==> src/rtl/twb_pkg.sv <==
package twb_pkg;

  typedef enum logic [1:0] {
    ST_IDLE    = 2'd0,
    ST_ACTIVE  = 2'd1,
    ST_DRAIN   = 2'd2,
    ST_ABORTED = 2'd3
  } twbState_e;

  typedef enum logic [1:0] {
    CAUSE_NONE     = 2'b00,
    CAUSE_EXPLICIT = 2'b01,
    CAUSE_CONFLICT = 2'b10,
    CAUSE_OVERFLOW = 2'b11
  } twbCause_e;

  // Strobes from control to datapath
  typedef struct packed {
    logic clearAll;  // drop every slot at this edge
    logic accept;    // the presented access is serviced this cycle
  } twbStrobe_t;

endpackage

==> src/rtl/twb_datapath.sv <==
module twb_datapath
  import twb_pkg::*;
#(
  parameter int ENTRIES = 8,
  parameter int ADDR_W  = 16,
  parameter int DATA_W  = 32,
  localparam int IDX_W  = (ENTRIES > 1) ? $clog2(ENTRIES) : 1
) (
  input  logic              clk,
  input  logic              rstN,
  input  twbStrobe_t        stb,
  input  logic [IDX_W-1:0]  drainPtr,
  input  logic              accWrite,
  input  logic [ADDR_W-1:0] accAddr,
  input  logic [DATA_W-1:0] accWdata,
  input  logic [DATA_W-1:0] memRdData,
  input  logic [ADDR_W-1:0] snoopAddr,
  output logic              lookupHit,
  output logic              freeAvail,
  output logic              snoopHit,
  output logic              slotDirty,
  output logic [DATA_W-1:0] accRdata,
  output logic [ADDR_W-1:0] drainAddr,
  output logic [DATA_W-1:0] drainData
);

  logic [ENTRIES-1:0] validVec;
  logic [ADDR_W-1:0]  tagMem  [ENTRIES];
  logic [DATA_W-1:0]  oldMem  [ENTRIES];
  logic [DATA_W-1:0]  newMem  [ENTRIES];

  logic [ENTRIES-1:0] hitVec;
  logic [ENTRIES-1:0] snoopVec;
  logic [IDX_W-1:0]   hitIdx;
  logic [IDX_W-1:0]   allocIdx;

  // Per-slot compare
  for (genvar g = 0; g < ENTRIES; g++) begin : g_cmp
    assign hitVec[g]   = validVec[g] && (tagMem[g] == accAddr);
    assign snoopVec[g] = validVec[g] && (tagMem[g] == snoopAddr);
  end

  assign lookupHit = |hitVec;
  assign snoopHit  = |snoopVec;
  assign freeAvail = ~&validVec;

  // Encode the matching slot and the lowest free slot
  always_comb begin
    hitIdx   = '0;
    allocIdx = '0;
    for (int i = ENTRIES - 1; i >= 0; i--) begin
      if (hitVec[i])    hitIdx   = IDX_W'(i);
      if (!validVec[i]) allocIdx = IDX_W'(i);
    end
  end

  assign accRdata  = lookupHit ? newMem[hitIdx] : memRdData;
  assign drainAddr = tagMem[drainPtr];
  assign drainData = newMem[drainPtr];
  assign slotDirty = validVec[drainPtr] && (newMem[drainPtr] != oldMem[drainPtr]);

  always_ff @(posedge clk) begin
    if (!rstN) begin
      validVec <= '0;
    end else if (stb.clearAll) begin
      validVec <= '0;
    end else if (stb.accept) begin
      if (lookupHit) begin
        if (accWrite) newMem[hitIdx] <= accWdata;
      end else begin
        validVec[allocIdx] <= 1'b1;
        tagMem[allocIdx]   <= accAddr;
        oldMem[allocIdx]   <= memRdData;
        newMem[allocIdx]   <= accWrite ? accWdata : memRdData;
      end
    end
  end

  // Every slot is gone one edge after a clear request
  p_clear_all_r8: assert property (@(posedge clk) disable iff (!rstN)
    stb.clearAll |=> (validVec == '0));

  // Allocation never happens without a free slot (no eviction)
  p_alloc_free_r7: assert property (@(posedge clk) disable iff (!rstN)
    (stb.accept && !lookupHit) |-> freeAvail);

endmodule

==> src/rtl/twb_control.sv <==
module twb_control
  import twb_pkg::*;
#(
  parameter int ENTRIES = 8,
  localparam int IDX_W  = (ENTRIES > 1) ? $clog2(ENTRIES) : 1,
  localparam logic [IDX_W-1:0] LAST_IDX = IDX_W'(ENTRIES - 1)
) (
  input  logic             clk,
  input  logic             rstN,
  input  logic             txBegin,
  input  logic             txCommit,
  input  logic             txAbort,
  input  logic             accValid,
  input  logic             snoopValid,
  input  logic             lookupHit,
  input  logic             freeAvail,
  input  logic             snoopHit,
  input  logic             slotDirty,
  output twbStrobe_t       stb,
  output logic [IDX_W-1:0] drainPtr,
  output logic             accHit,
  output logic             accStall,
  output logic             drainValid,
  output logic             commitDone,
  output logic             abortPending,
  output logic [1:0]       abortCause
);

  twbState_e state;
  twbCause_e cause;

  logic inActive, inDrain;
  logic conflictNow, explicitNow, commitNow, accessNow, overflowNow, abortNow;
  logic drainLast;

  assign inActive = (state == ST_ACTIVE);
  assign inDrain  = (state == ST_DRAIN);

  // Fixed priority: conflict > explicit abort > commit > access
  assign conflictNow = inActive && snoopValid && snoopHit;
  assign explicitNow = inActive && txAbort && !conflictNow;
  assign commitNow   = inActive && txCommit && !conflictNow && !txAbort;
  assign accessNow   = inActive && accValid && !conflictNow && !txAbort && !txCommit;
  assign overflowNow = accessNow && !lookupHit && !freeAvail;
  assign abortNow    = conflictNow || explicitNow || overflowNow;
  assign drainLast   = inDrain && (drainPtr == LAST_IDX);

  assign stb.accept   = accessNow && !overflowNow;
  assign stb.clearAll = abortNow || drainLast;

  assign accHit       = stb.accept && lookupHit;
  assign accStall     = inDrain;
  assign drainValid   = inDrain && slotDirty;
  assign commitDone   = drainLast;
  assign abortPending = (state == ST_ABORTED);
  assign abortCause   = cause;

  always_ff @(posedge clk) begin
    if (!rstN) begin
      state    <= ST_IDLE;
      cause    <= CAUSE_NONE;
      drainPtr <= '0;
    end else begin
      unique case (state)
        ST_IDLE, ST_ABORTED: begin
          if (txBegin) begin
            state <= ST_ACTIVE;
            cause <= CAUSE_NONE;
          end
        end
        ST_ACTIVE: begin
          if (conflictNow) begin
            state <= ST_ABORTED;
            cause <= CAUSE_CONFLICT;
          end else if (explicitNow) begin
            state <= ST_ABORTED;
            cause <= CAUSE_EXPLICIT;
          end else if (commitNow) begin
            state    <= ST_DRAIN;
            drainPtr <= '0;
          end else if (overflowNow) begin
            state <= ST_ABORTED;
            cause <= CAUSE_OVERFLOW;
          end
        end
        ST_DRAIN: begin
          drainPtr <= drainPtr + 1'b1;
          if (drainLast) state <= ST_IDLE;
        end
        default: state <= ST_IDLE;
      endcase
    end
  end

  p_conflict_cause_r5: assert property (@(posedge clk) disable iff (!rstN)
    conflictNow |=> (abortPending && abortCause == 2'b10));

  p_explicit_cause_r6: assert property (@(posedge clk) disable iff (!rstN)
    explicitNow |=> (abortPending && abortCause == 2'b01));

  p_no_overflow_r7: assert property (@(posedge clk) disable iff (!rstN)
    overflowNow |=> (abortPending && abortCause == 2'b11));

  p_refuse_aborted_r8: assert property (@(posedge clk) disable iff (!rstN)
    abortPending |-> (!accHit && !drainValid));

  p_done_idle_r9: assert property (@(posedge clk) disable iff (!rstN)
    commitDone |=> (!accStall && !abortPending));

  p_snoop_wins_r10: assert property (@(posedge clk) disable iff (!rstN)
    (txCommit && conflictNow) |=> (abortPending && !accStall));

  p_cause_hold_r11: assert property (@(posedge clk) disable iff (!rstN)
    (abortPending && !txBegin) |=> (abortPending && $stable(abortCause)));

endmodule

==> src/rtl/tx_write_buffer.sv <==
module tx_write_buffer
  import twb_pkg::*;
#(
  parameter int ENTRIES = 8,
  parameter int ADDR_W  = 16,
  parameter int DATA_W  = 32,
  localparam int IDX_W  = (ENTRIES > 1) ? $clog2(ENTRIES) : 1
) (
  input  logic              clk,
  input  logic              rstN,
  input  logic              txBegin,
  input  logic              txCommit,
  input  logic              txAbort,
  input  logic              accValid,
  input  logic              accWrite,
  input  logic [ADDR_W-1:0] accAddr,
  input  logic [DATA_W-1:0] accWdata,
  output logic [DATA_W-1:0] accRdata,
  output logic              accHit,
  output logic              accStall,
  output logic [ADDR_W-1:0] memRdAddr,
  input  logic [DATA_W-1:0] memRdData,
  input  logic              snoopValid,
  input  logic [ADDR_W-1:0] snoopAddr,
  output logic              drainValid,
  output logic [ADDR_W-1:0] drainAddr,
  output logic [DATA_W-1:0] drainData,
  output logic              commitDone,
  output logic              abortPending,
  output logic [1:0]        abortCause
);

  twbStrobe_t       stb;
  logic [IDX_W-1:0] drainPtr;
  logic             lookupHit, freeAvail, snoopHit, slotDirty;

  assign memRdAddr = accAddr;

  twb_control #(.ENTRIES(ENTRIES)) u_ctrl (
    .clk(clk), .rstN(rstN),
    .txBegin(txBegin), .txCommit(txCommit), .txAbort(txAbort),
    .accValid(accValid), .snoopValid(snoopValid),
    .lookupHit(lookupHit), .freeAvail(freeAvail),
    .snoopHit(snoopHit), .slotDirty(slotDirty),
    .stb(stb), .drainPtr(drainPtr),
    .accHit(accHit), .accStall(accStall),
    .drainValid(drainValid), .commitDone(commitDone),
    .abortPending(abortPending), .abortCause(abortCause)
  );

  twb_datapath #(.ENTRIES(ENTRIES), .ADDR_W(ADDR_W), .DATA_W(DATA_W)) u_dp (
    .clk(clk), .rstN(rstN),
    .stb(stb), .drainPtr(drainPtr),
    .accWrite(accWrite), .accAddr(accAddr), .accWdata(accWdata),
    .memRdData(memRdData), .snoopAddr(snoopAddr),
    .lookupHit(lookupHit), .freeAvail(freeAvail),
    .snoopHit(snoopHit), .slotDirty(slotDirty),
    .accRdata(accRdata), .drainAddr(drainAddr), .drainData(drainData)
  );

endmodule

==> config.mk <==
export PLATFORM = sky130hd
export DESIGN_NAME = tx_write_buffer
export DESIGN_NICKNAME = d
export VERILOG_FILES = /design/src/rtl/twb_pkg.sv /design/src/rtl/twb_datapath.sv /design/src/rtl/twb_control.sv /design/src/rtl/tx_write_buffer.sv
export SDC_FILE = /design/constraint.sdc
export NUM_CORES = 1
export LEC_CHECK = 0
export BUFFER_PORTS_ARGS = -buffer_cell sky130_fd_sc_hd__buf_2
export CORE_AREA = 2 2 331 333
export CTS_CLUSTER_DIAMETER = 120
export DETAILED_ROUTE_END_ITERATION = 8
export DIE_AREA = 0 0 333 335
export PLACE_DENSITY = 0.46
export SYNTH_ARGS = -nofsm -noshare
export SYNTH_HDL_FRONTEND = slang
export SYNTH_SLANG_ARGS = --single-unit
==> constraint.sdc <==
create_clock -name clk -period 8.5 [get_ports clk]
set_input_delay 1.275 -clock clk [delete_from_list [all_inputs] [get_ports clk]]
set_output_delay 1.275 -clock clk [all_outputs]
set_load 0.01 [all_outputs]
* Word-level counts from Yosys, hierarchy flattened *
Memories as Yosys holds them, arrays and structs flattened. A register that Yosys moved wholly into a read port is not among the register bits.
Index checks and enable logic that the tools add are counted.

storage, ports and cells
  register bits = 15
  bits in latches = 0
  memory bits (writable) = 640
  memory bits (read-only) = 0
  bits of input ports = 104
  output and inout port bits = 103
  logic and storage cells = 157
  memories = 3

memories
  name         words  width  rd ports  clocked after Yosys merged registers in  write ports  line                source
  u_dp.newMem  8      32     2         1                                        1            twb_datapath.sv:30  logic [DATA_W-1:0] newMem [ENTRIES];
  u_dp.oldMem  8      32     1         1                                        1            twb_datapath.sv:29  logic [DATA_W-1:0] oldMem [ENTRIES];
  u_dp.tagMem  8      16     9         1                                        1            twb_datapath.sv:28  logic [ADDR_W-1:0] tagMem [ENTRIES];

cells by class
  $add $sub $neg = 1
  $mul = 0
  divide/modulo/power cells = 0
  order comparisons = 3
  equal/unequal tests = 29
  shift operators = 0
  muxes and demuxes = 58
  bitwise operators = 3
  reductions and logical operators = 56

operator list
  cell                 count
  $eq 16x16->1         16
  $mux 32              3
  $mux 3               26
  $logic_and 1x1->1    35
  $ne 32x32->1         1
  $reduce_or 32->1     1
  $mux 2               10
  $reduce_or 8->1      2
  $mux 1               14
  $ne 2x2->1 const B   5
  $lt 3x4->1 const B   2
  $ne 4x4->1 const B   2
  $or 8x8->8           1
  $reduce_and 4->1     2
  $reduce_and 8->1     1
  $pmux 2 s3           1
  $pmux 3 s2           1
  $logic_not 1->1      5
  $ne 5x5->1 const B   1
  $eq 2x2->1 const B   2
  $pmux 2 s2           1
  $reduce_bool 2->1    2
  $reduce_or 2->1      2
  $add 3x1->3 const B  1
  10 further kinds     13

* Longest topological paths before layout *
Gate-level depths: netlist (run 1).

  word-level depth = 18
  depth in mapped cells = 12
  mapped depth without buffers = 9

* Hierarchy *
From an unflattened synthesis (run 1), not the netlist that was laid out.

unflattened totals
  cell total of the unflattened synthesis = 1988
  area, all modules = 32215.9 um^2

by module, submodules not included
  module           times used  cells each  area each (um^2)  sequential area each (um^2)
  twb_datapath     1           1912        31584.0           19378.6
  twb_control      1           60          511.7             140.1
  tx_write_buffer  1           16          120.1             0.0

* Worst setup path before layout (run 1) *
No wires, ideal clock.

  kind = input port to flip-flop
  from = input port snoopAddr[11]
  to = memory u_dp.oldMem[3][0] (enable)
  setup time = 0.594 ns
  arrival = 8.002 ns
  required time = 7.906 ns
  slack = -0.096 ns
  stages = 10
  buffers on the path = 2
  cells stage by stage = buf_2 -> xnor2_1 -> and3_1 -> nand3_1 -> o22ai_1 -> o41a_1 -> nor3b_2 -> nand3_1 -> buf_2 -> nor4b_1

between the ends
  cells in the longest elaborated chain, start to end = 16
  elaborated cells on any way between the ends = 34
  classes of those cells = 8 x eq/ne; 4 x mux; 22 x reduce/logical

RTL lines
  what                              line                                  source
  start, declared                   tx_write_buffer.sv:24                 input logic [ADDR_W-1:0] snoopAddr,
  $eq 16x16->1                      twb_datapath.sv:40                    assign snoopVec[g] = validVec[g] && (tagMem[g] == snoopAddr);
  $logic_and 1x1->1                 twb_datapath.sv:40
  $reduce_or 8->1 (*)               twb_datapath.sv:44                    assign snoopHit = |snoopVec;
  $logic_and 1x1->1 (*)             twb_control.sv:40                     assign conflictNow = inActive && snoopValid && snoopHit;
  $logic_not 1->1                   twb_control.sv:41, twb_control.sv:43
  $logic_and 1x1->1 (3 in a row)    twb_control.sv:43                     assign accessNow = inActive && accValid && !conflictNow && !txAbort && !txCommit;
  $logic_and 1x1->1 (2 in a row)    twb_control.sv:44                     assign overflowNow = accessNow && !lookupHit && !freeAvail;
  $logic_not 1->1                   twb_control.sv:48                     assign stb.accept = accessNow && !overflowNow;
  $logic_and 1x1->1                 twb_control.sv:48
  $mux 1                            twb_datapath.sv:67                    end else if (stb.accept) begin
  $mux 1 (*)                        twb_datapath.sv:65                    end else if (stb.clearAll) begin
  $mux 1 (*)                        twb_datapath.sv:63                    if (!rstN) begin
  $mux 1 (implied by the code) (*)  twb_datapath.sv:73                    oldMem[allocIdx] <= memRdData;
  end, declared                     twb_datapath.sv:29

Every way passes the cells marked *; elsewhere a longest branch is shown, timed or not.

* Worst setup path in the final report (run 1) *
  from = input port accAddr[15]
  to = output port accRdata[8]

between the ends
  cells in the longest elaborated chain, start to end = 12
  elaborated cells on any way between the ends = 27
  classes of those cells = 8 x eq/ne; 9 x mux; 9 x reduce/logical; 1 x memory

RTL lines
  what                 line                   source
  start, declared      tx_write_buffer.sv:16  input logic [ADDR_W-1:0] accAddr,
  $eq 16x16->1         twb_datapath.sv:39     assign hitVec[g] = validVec[g] && (tagMem[g] == accAddr);
  $logic_and 1x1->1    twb_datapath.sv:39
  $mux 3 (8 in a row)  twb_datapath.sv:52     if (hitVec[i]) hitIdx = IDX_W'(i);
  $mem_v2 8x32         --
  $mux 32 (*)          twb_datapath.sv:57     assign accRdata = lookupHit ? newMem[hitIdx] : memRdData;
  end, declared        tx_write_buffer.sv:18  output logic [DATA_W-1:0] accRdata,

Marks and branches as above.

==> out/metrics.csv, run 1 <==
metric;value;unit
outcome;completed;
CTS root buf;clkbuf_16;
CP max-delay cell;a2111oi_1;
most used cell, CP;buf_2;
ranking of synthesized cells by area;edfxtp_1, mux4_2, xnor2_1;
post-CTS sizing;0;
period utilization;82.2;%
Worst setup SP type;input port;
I/O pin total;207;
M2 GR Usage;33.5;%
global route total overflow;0;
final WL;117000;µm
maxcap violations;0;
Final Max Tran Viols;0;
power per cell area;213;mW/mm²
share of cells above drive strength 1;29.2;%
RR Startpoint;u_dp.tagMem[4][7];
antenna violations before repair;16;
worst-path cell chain;buf_2, xnor2_1, and3_1, nand3_1, a2111oi_1, o311ai_2, nand2_4, buf_4, mux2_2, a21oi_1, o221ai_1, buf_2;
post-route cell area;0.0375;mm²
Detailed Place HPWL;81400;µm
Fin Hold WS;0.485;ns
Iter 0 DRT Violations;1786;
Placer Congestion;0.947;
Peak Freq;143;MHz
RSZ-0062 raised after global routing;no;
area of the die;0.112;mm²
Mapped Cells;2023;
placed cell areas;0.0348;mm²
final cell count without fillers;3708;
max_slew headroom;15.3;%
critical path type;in -> out;
Reg area;0.0196;mm²
die height;335;µm
DIE WIDTH;333;µm
Worst Path Max Fanout;60;
syn avg cell area;15.9;µm²
Yosys reg bits;658;
multi-input logic area;0.0119;mm²
First-pass DRT Iterations;5;
DR vias;20000;
setup bufs post-CTS;0;
share of the synthesized area in the top cell type;59.9;%
number of instances in the placed design;3556;
fraction of registers with async set/reset;0;%
vias per cell;5.40;
Final Setup Violations;0;
Hold Buf Count CTS;0;
DRC Markers;0;
syn_nets;2133;
kind of cell adding the most delay to the critical path;compound AO/OA/AOI/OAI gates;
Hold Startpoint;u_ctrl.abortCause[0];
worst hold path class;reg -> reg;
area of the mapped netlist;0.0321;mm²
met3 Usage GRT;3.72;%
clock-pin transition on the worst setup and hold timing paths;0.06;ns
Synth Flop Type;edfxtp_1;
Max stage delay on crit path;0.83;ns
clock latency on the worst-skew pair;0.67;ns
GRT Resource Usage Total;20.9;%
Port Buffers;206;
WL/cell;31.6;µm
Clock Skews;0.0301;ns
CTS tree;yes;
global-route wire length before repair;164000;µm
pin slew with the least headroom to its limit;1.27;ns
# nets final;2334;
WP data arrival;5.72;ns
VDD IR max;0.132;mV
clk buf depth;3;
CTS sink cnt;658;
largest net degree at the start of global routing;62;
Total Power;0.00798;W
GRT met1 Usage;29.2;%
row cnt;121;
Setup Total Neg Slack;0;ns
crit path from;accAddr[15];
CP endpoint kind;output port;
sequential area share after synthesis;61.0;%
final hold violation count;0;
Area Growth Syn to Fin;16.7;%
data required time of the worst path;7.22;ns
antenna-violating nets left;0;
leading area contributor after synthesis;edfxtp_1;
min cycle time layout;6.99;ns
gr busiest metal;met2;
Critical path buffers and inverters;3;
H-tree Lvls;3;
Num CTS Buffers;80;
vias in the first global route;20400;
Initial Utilization;29.7;%
Lkg Pwr;11.5;nW
synth warn;0;
Netlist cell types;69;
Filler cells;10500;
core box area;0.108;mm²
Post-synth EDFFs;640;
==> per-stage QoR <==
step | util, % | setup slack [ns]
5_1_grt | 34.6 | 1.30
6_report | 34.6 | 1.51
4_1_cts | 34.6 | 1.44
3_5_place_dp | 32.2 | 1.45
3_3_place_gp | 32.2 | 1.45
2_1_floorplan | - | 1.66
==> cells by family after synthesis <==
| family | Yosys count | synth area share [%] |
|---|---|---|
| adder cells (fa/ha/maj) | 6 | 0.234 |
| XOR/XNOR | 288 | 7.86 |
| buffers and inverters | 148 | 2.32 |
| AO/OA/AOI/OAI | 188 | 4.23 |
| AND/OR/NAND/NOR | 381 | 6.62 |
| flip-flops | 658 | 61.0 |
| multiplexers | 354 | 17.7 |
==> sequential cells by signal (all words and copies together) (netlist names), named ones only <==
name	cells
u_ctrl.drainPtr	3
u_dp.validVec	8
u_ctrl.abortCause	2
u_dp.newMem	256
u_dp.oldMem	256
u_dp.tagMem	128
u_ctrl.state	2
==> report_power, final <==
| part | switching [W] | internal (W) |
|---|---|---|
| combinational | 0.000528 | 0.000389 |
| sequential | 0.0000447 | 0.00358 |
| clock | 0.00142 | 0.00202 |
==> synth_stat cells, drive strengths merged, types with 23 or more instances <==
library cell	number
buf	88
a22o	23
mux2i	97
a21oi	39
xnor2	148
mux4	162
a22oi	34
nor4	68
nand2	83
nand4	38
nand3	30
mux2	95
nor2	51
xor2	140
o21ai	23
clkbuf	46
edfxtp	640
==> cells in the final DEF, fill, tap and decap left out, types with 30 or more instances in the layout <==
master and count:
edfxtp_1 640, buf_2 206, mux4_2 162, xnor2_1 148
xor2_1 140, mux2i_1 97, mux2_2 88, nand2_1 82
clkbuf_16 80, nor4_1 67, buf_4 41, a21oi_1 39
nand4_1 38, nor2_1 37, a22oi_1 34, nand3_1 30
==> area by class of cell <==
type / count / share of cell area, %
clock buffer: 98 / 5.58
sequential: 658 / 52.3
inverter: 14 / 0.140
tap: 1414 / 4.72
timing repair buffer: 253 / 3.90
antenna: 3 / 0.0200
multi-input combinational: 1217 / 31.8
clock inverter: 51 / 1.52
==> worst min-delay path, stage by stage (launching register included) <==
cell,delay (ns)
dfxtp_1,0.31
nand2_1,0.05
o21ai_0,0.07
==> layer usage <==
| layer | part of all wire (%) | up-vias | wire (µm) |
|---|---|---|---|
| li1 | - | 8478 | - |
| met1 | 45 | 10600 | 52700 |
| met2 | 47 | 721 | 54900 |
| met3 | 5.6 | 163 | 6600 |
| met4 | 2.5 | 12 | 2910 |
| met5 | 0.066 | - | 77 |
==> path summary, 6_finish.rpt <==
check	to	cells past startpoint	slack, ns
worst min-delay path	u_ctrl.abortCause[0]	2	0.48
worst min register to register	u_ctrl.abortCause[0]	2	0.48
worst max register to register	u_dp.newMem[0][23]	10	3.03
worst max-delay path	accRdata[8]	12	1.51
(Power assumes the default switching activity.)
==> inputs of run 2 (changes only) <==
--- a/config.mk
+++ b/config.mk
@@ -10,7 +10,7 @@
 export CTS_CLUSTER_DIAMETER = 120
 export DETAILED_ROUTE_END_ITERATION = 8
 export DIE_AREA = 0 0 333 335
-export PLACE_DENSITY = 0.46
+export PLACE_DENSITY = 0.44
 export SYNTH_ARGS = -nofsm -noshare
 export SYNTH_HDL_FRONTEND = slang
 export SYNTH_SLANG_ARGS = --single-unit
==> constraint.sdc (replaced) <==
create_clock -name clk -period 6.7 [get_ports clk]
set_input_delay 1.005 -clock clk [delete_from_list [all_inputs] [get_ports clk]]
set_output_delay 1.005 -clock clk [all_outputs]
set_load 0.01 [all_outputs]
==> run 2 against run 1 <==
Compared with the run above: via count rose by 0.87%; sequential share of layout area fell by 0.18 points; highest routed layer unchanged; global-route usage rose by 0.37 points; first-iteration DRC count fell by 3.9%; critical path type unchanged; sequential power rose by 26%.
==> out/metrics.csv, run 2 (synthesis gave the netlist of run 1 again) <==
metric;value;unit
Iter 0 DRT Violations;1717;
Finished Core Util;34.8;%
CTS sink cnt;658;
Max stage delay on crit path;0.56;ns
largest net degree at the start of global routing;44;
setup bufs post-CTS;0;
max_slew headroom;29.4;%
Hold Buf Count CTS;0;
Peak Freq;169;MHz
RR Startpoint;u_dp.tagMem[0][5];
die height;335;µm
First-pass DRT Iterations;5;
final WL;120000;µm
final worst slack;0.790;ns
Setup Total Neg Slack;0;ns
post-route cell area;0.0376;mm²
Detailed Place HPWL;83100;µm
DR vias;20200;
antenna violations before repair;15;
worst-path cell chain;buf_2, xnor2_1, and4_1, nand3_1, a2111oi_1, buf_4, o311ai_2, nand2_4, buf_12, and2_1, a21oi_1, or3b_1, buf_2;
Num CTS Buffers;78;
pin slew with the least headroom to its limit;1.05;ns
clock latency on the worst-skew pair;0.67;ns
data required time of the worst path;5.69;ns
clk buf depth;3;
Reg area;0.0196;mm²
Seq pwr share;46.1;%
CP max-delay cell;xnor2_1;
VDD IR max;0.194;mV
Area Growth Syn to Fin;17.1;%
RSZ-0062 raised after global routing;no;
core box area;0.108;mm²
Final Max Tran Viols;0;
most common cell after layout, fill and taps aside;edfxtp_1;
global-route wire length before repair;166000;µm
Final Setup Violations;0;
pre-CTS WS;0.882;ns
final hold violation count;0;
Hold Startpoint;u_ctrl.abortCause[0];
share of cells above drive strength 1;29.4;%
DRC Markers;0;
vias in the first global route;20500;
DIE WIDTH;333;µm
post-CTS sizing;0;
WP data arrival;4.90;ns
H-tree Lvls;3;
combinational fraction of design power;11.8;%
worst hold path class;reg -> reg;
area of the die;0.112;mm²
outcome;completed;
most frequent cells in the layout;edfxtp_1, buf_2, mux4_2;
min cycle time layout;5.91;ns
Worst Path Max Fanout;17;
Clock power frac;42.1;%
CTS tree;yes;
I/O pin total;207;
Lkg Pwr;11.6;nW
# nets final;2353;
WL/cell;32.2;µm
kind of cell adding the most delay to the critical path;simple AND/OR/NAND/NOR gates;
critical path type;in -> out;
CP endpoint kind;output port;
Initial Utilization;29.7;%
clock-pin transition on the worst setup and hold timing paths;0.06;ns
antenna-violating nets left;0;
global route total overflow;0;
period utilization;88.2;%
vias per cell;5.42;
Critical path buffers and inverters;4;
top flop regs;u_dp.newMem (256), u_dp.oldMem (256), u_dp.tagMem (128);
maxcap violations;0;
Clock Skews;0.0311;ns
CTS root buf;clkbuf_16;
multi-input logic area;0.0119;mm²
internal power;0.00748;W
GRT Resource Usage Total;21.2;%
Port Buffers;206;
placed cell areas;0.0350;mm²
most used cell, CP;buf_2;
NetSw;0.00247;W
row cnt;121;
power per cell area;265;mW/mm²
crit path from;accAddr[6];
Filler cells;10400;
Worst setup SP type;input port;
Sw Share;24.9;%
Placer Congestion;0.942;
run 2: cell types whose count changed in the layout (fill, tap and decap cells not counted), moves of 2 or more:
cell	before	now
clkbuf_8	2	4
clkbuf_1	16	23
clkinv_2	15	10
clkinv_4	2	0
clkinvlp_4	6	1
buf_4	41	54
buf_12	6	14
bufinv_16	8	5
run 2: worst paths after layout:
kind	end	slack (ns)	cells after the start
setup reg to reg	u_dp.newMem[1][28]	2.05	9
hold / removal	u_ctrl.abortCause[0]	0.47	2
hold reg to reg	u_ctrl.abortCause[0]	0.47	2
setup / recovery	accRdata[0]	0.79	13
run 2: cell type report:
cell class / count / share of cell area (%)
inverter: 14 / 0.140
antenna: 4 / 0.0266
sequential: 658 / 52.1
timing repair buffer: 274 / 4.57
tap: 1414 / 4.71
clock inverter: 37 / 1.10
clock buffer: 106 / 5.64
multi-input combinational: 1217 / 31.7
run 2: power groups by stage:
stage | logic, W | clock network [W] | registers (W)
after floorplan | 0.000762 | 0 | 0.00464
after global placement | 0.00119 | 0 | 0.00467
after detailed placement | 0.00119 | 0 | 0.00467
after CTS | 0.00120 | 0.00429 | 0.00459
after global routing | 0.00126 | 0.00444 | 0.00459
final | 0.00118 | 0.00419 | 0.00459
run 2: per-layer routing:
metal	vias to the layer above	share of wire [%]	track usage, %
met3	178	6.4	4.20
met4	12	3.0	6.34
li1	8526	-	-
met5	-	0.059	0
met1	10700	44	29.1
met2	765	47	34.0
run 2: tightest hold or removal path: cells and delay by family (launching register included):
kind,cells,cell delay (ns)
AO/OA/AOI/OAI,1,0.07
flip-flops,1,0.31
AND/OR/NAND/NOR,1,0.05
run 2: per-stage QoR:
| stage | hold WS, ns | cells | power, W |
|---|---|---|---|
| floorplan | 0.478 | 2023 | 0.00541 |
| global placement | 0.476 | 3577 | 0.00586 |
| detailed placement | 0.468 | 3577 | 0.00586 |
| CTS | 0.481 | 3720 | 0.0101 |
| global route | 0.516 | 3720 | 0.0103 |
| finish | 0.474 | 3724 | 0.00995 |
==> inputs of run 3 (changes only) <==
--- a/config.mk
+++ b/config.mk
@@ -6,11 +6,11 @@
 export NUM_CORES = 1
 export LEC_CHECK = 0
 export BUFFER_PORTS_ARGS = -buffer_cell sky130_fd_sc_hd__buf_2
-export CORE_AREA = 2 2 331 333
+export CORE_AREA = 2 2 245 247
 export CTS_CLUSTER_DIAMETER = 120
 export DETAILED_ROUTE_END_ITERATION = 8
-export DIE_AREA = 0 0 333 335
-export PLACE_DENSITY = 0.44
+export DIE_AREA = 0 0 247 249
+export PLACE_DENSITY = 0.72
 export SYNTH_ARGS = -nofsm -noshare
 export SYNTH_HDL_FRONTEND = slang
 export SYNTH_SLANG_ARGS = --single-unit
==> run 3 against run 2 <==
Compared with the run above: utilization up 27 points; combinational power hardly changed; sequential share of layout area grew 1.9 points; wire length shrank 12%; fmax grew 2.3%; clock power is 11% lower; clock skew shrank 0.0091 ns; cell count shrank 18%; largest cell class unchanged; highest routed layer unchanged.
==> out/metrics.csv, run 3 (synthesis gave the netlist of run 1 again) <==
metric;value;unit
Port Buffers;206;
Initial Utilization;54.7;%
most frequent cells in the layout;edfxtp_1, buf_2, mux4_2;
RSZ-0062 raised after global routing;no;
maxcap violations;0;
antenna violations before repair;8;
final WL;105000;µm
area of the die;0.0615;mm²
WP data arrival;4.77;ns
data required time of the worst path;5.69;ns
Final Max Tran Viols;0;
VDD IR max;0.290;mV
global-route wire length before repair;150000;µm
vias per cell;6.76;
r2r setup slk;1.85;ns
Placer Congestion;1.02;
top flop regs;u_dp.newMem (256), u_dp.oldMem (256), u_dp.tagMem (128);
CTS tree;yes;
clock-pin transition on the worst setup and hold timing paths;0.06;ns
Iter 0 DRT Violations;2583;
antenna-violating nets left;0;
CTS root buf;clkbuf_16;
crit path from;accAddr[1];
GRT Resource Usage Total;34.7;%
clock latency on the worst-skew pair;0.63;ns
DIE WIDTH;247;µm
min cycle time layout;5.78;ns
DRC Markers;0;
Final Setup Violations;0;
clk buf depth;3;
max_slew headroom;32.5;%
post-route cell area;0.0363;mm²
Setup Total Neg Slack;0;ns
# nets final;2338;
Peak Freq;173;MHz
global route total overflow;0;
critical path type;in -> out;
largest net degree at the start of global routing;50;
share of cells above drive strength 1;28.8;%
critical path endpoint;accRdata[17];
RR Startpoint;u_dp.tagMem[5][0];
die height;249;µm
outcome;completed;
Num CTS Buffers;70;
First-pass DRT Iterations;6;
vias in the first global route;20500;
Worst Path Max Fanout;42;
Clock Skews;0.0220;ns
worst hold path class;reg -> reg;
DR vias;20700;
placed cell areas;0.0341;mm²
Worst setup SP type;input port;
period utilization;86.2;%
setup bufs post-CTS;0;
row cnt;89;
core box area;0.0587;mm²
post-CTS sizing;0;
H-tree Lvls;3;
power per cell area;261;mW/mm²
WL/cell;34.5;µm
pin slew with the least headroom to its limit;1.00;ns
Worst Hold Depth;2;
Lkg Pwr;11.4;nW
Detailed Place HPWL;72300;µm
CP endpoint kind;output port;
most common cell after layout, fill and taps aside;edfxtp_1;
Hold Buf Count CTS;0;
R2R Path End;u_dp.newMem[4][16];
Area Growth Syn to Fin;13.1;%
I/O pin total;207;
final hold violation count;0;
R2R cell count;10;
CTS sink cnt;658;
-- run 3: final cells by class --
type	count	area, µm²
multi-input cells	1217	11900
inverters	14	52.6
flip-flops and latches	658	19600
well taps	773	967
fillers	4234	22400
repair buffers	267	1590
clock buffers	90	1860
diodes	2	5.00
clock inverters	35	310
-- run 3: metal layers --
layer | up-vias | wire [µm] | part of all wire (%) | global-route usage, %
li1 | 8461 | - | - | -
met1 | 10700 | 40700 | 39 | 48.4
met2 | 1325 | 48700 | 46 | 52.8
met3 | 220 | 11600 | 11 | 9.20
met4 | 12 | 4290 | 4.1 | 12.7
met5 | - | 80 | 0.076 | 0
-- run 3: per-stage QoR --
step | hold WS, ns | std cells | util (%) | total power (W) | worst slack [ns]
after floorplan | 0.478 | 2023 | - | 0.00541 | 0.132
after global placement | 0.471 | 2929 | 58.1 | 0.00582 | 1.05
after detailed placement | 0.476 | 2929 | 58.1 | 0.00583 | 1.01
after CTS | 0.484 | 3054 | 61.8 | 0.00949 | 0.980
after global routing | 0.542 | 3055 | 61.8 | 0.00973 | 0.692
final | 0.499 | 3056 | 61.8 | 0.00946 | 0.925
-- run 3: worst min path at each step --
stage | startpoint | to | slack [ns]
final | u_ctrl.abortCause[0] | u_ctrl.abortCause[0] | 0.50
after global routing | u_ctrl.abortCause[0] | u_ctrl.abortCause[0] | 0.54
after CTS | u_ctrl.abortCause[0] | u_ctrl.abortCause[0] | 0.48
after detailed placement | u_ctrl.abortCause[0] | u_ctrl.abortCause[0] | 0.48
after global placement | u_ctrl.abortCause[0] | u_ctrl.abortCause[0] | 0.47
after floorplan | u_ctrl.state[1] | u_ctrl.state[1] | 0.48
-- run 3: where the power goes --
part           internal, W  switching, W
logic             0.000500      0.000670
clock network      0.00209       0.00162
registers          0.00454     0.0000386
total              0.00713       0.00233
-- run 3: worst max-delay path, cell delays in order --
cell and delay, ns:
buf_2 0.40, xor2_1 0.17, or4_1 0.62, a2111oi_1 0.61, o311ai_2 0.20, nand2_4 0.41
buf_12 0.34, mux2i_1 0.27, o22ai_1 0.11, or3b_1 0.37, buf_2 0.17
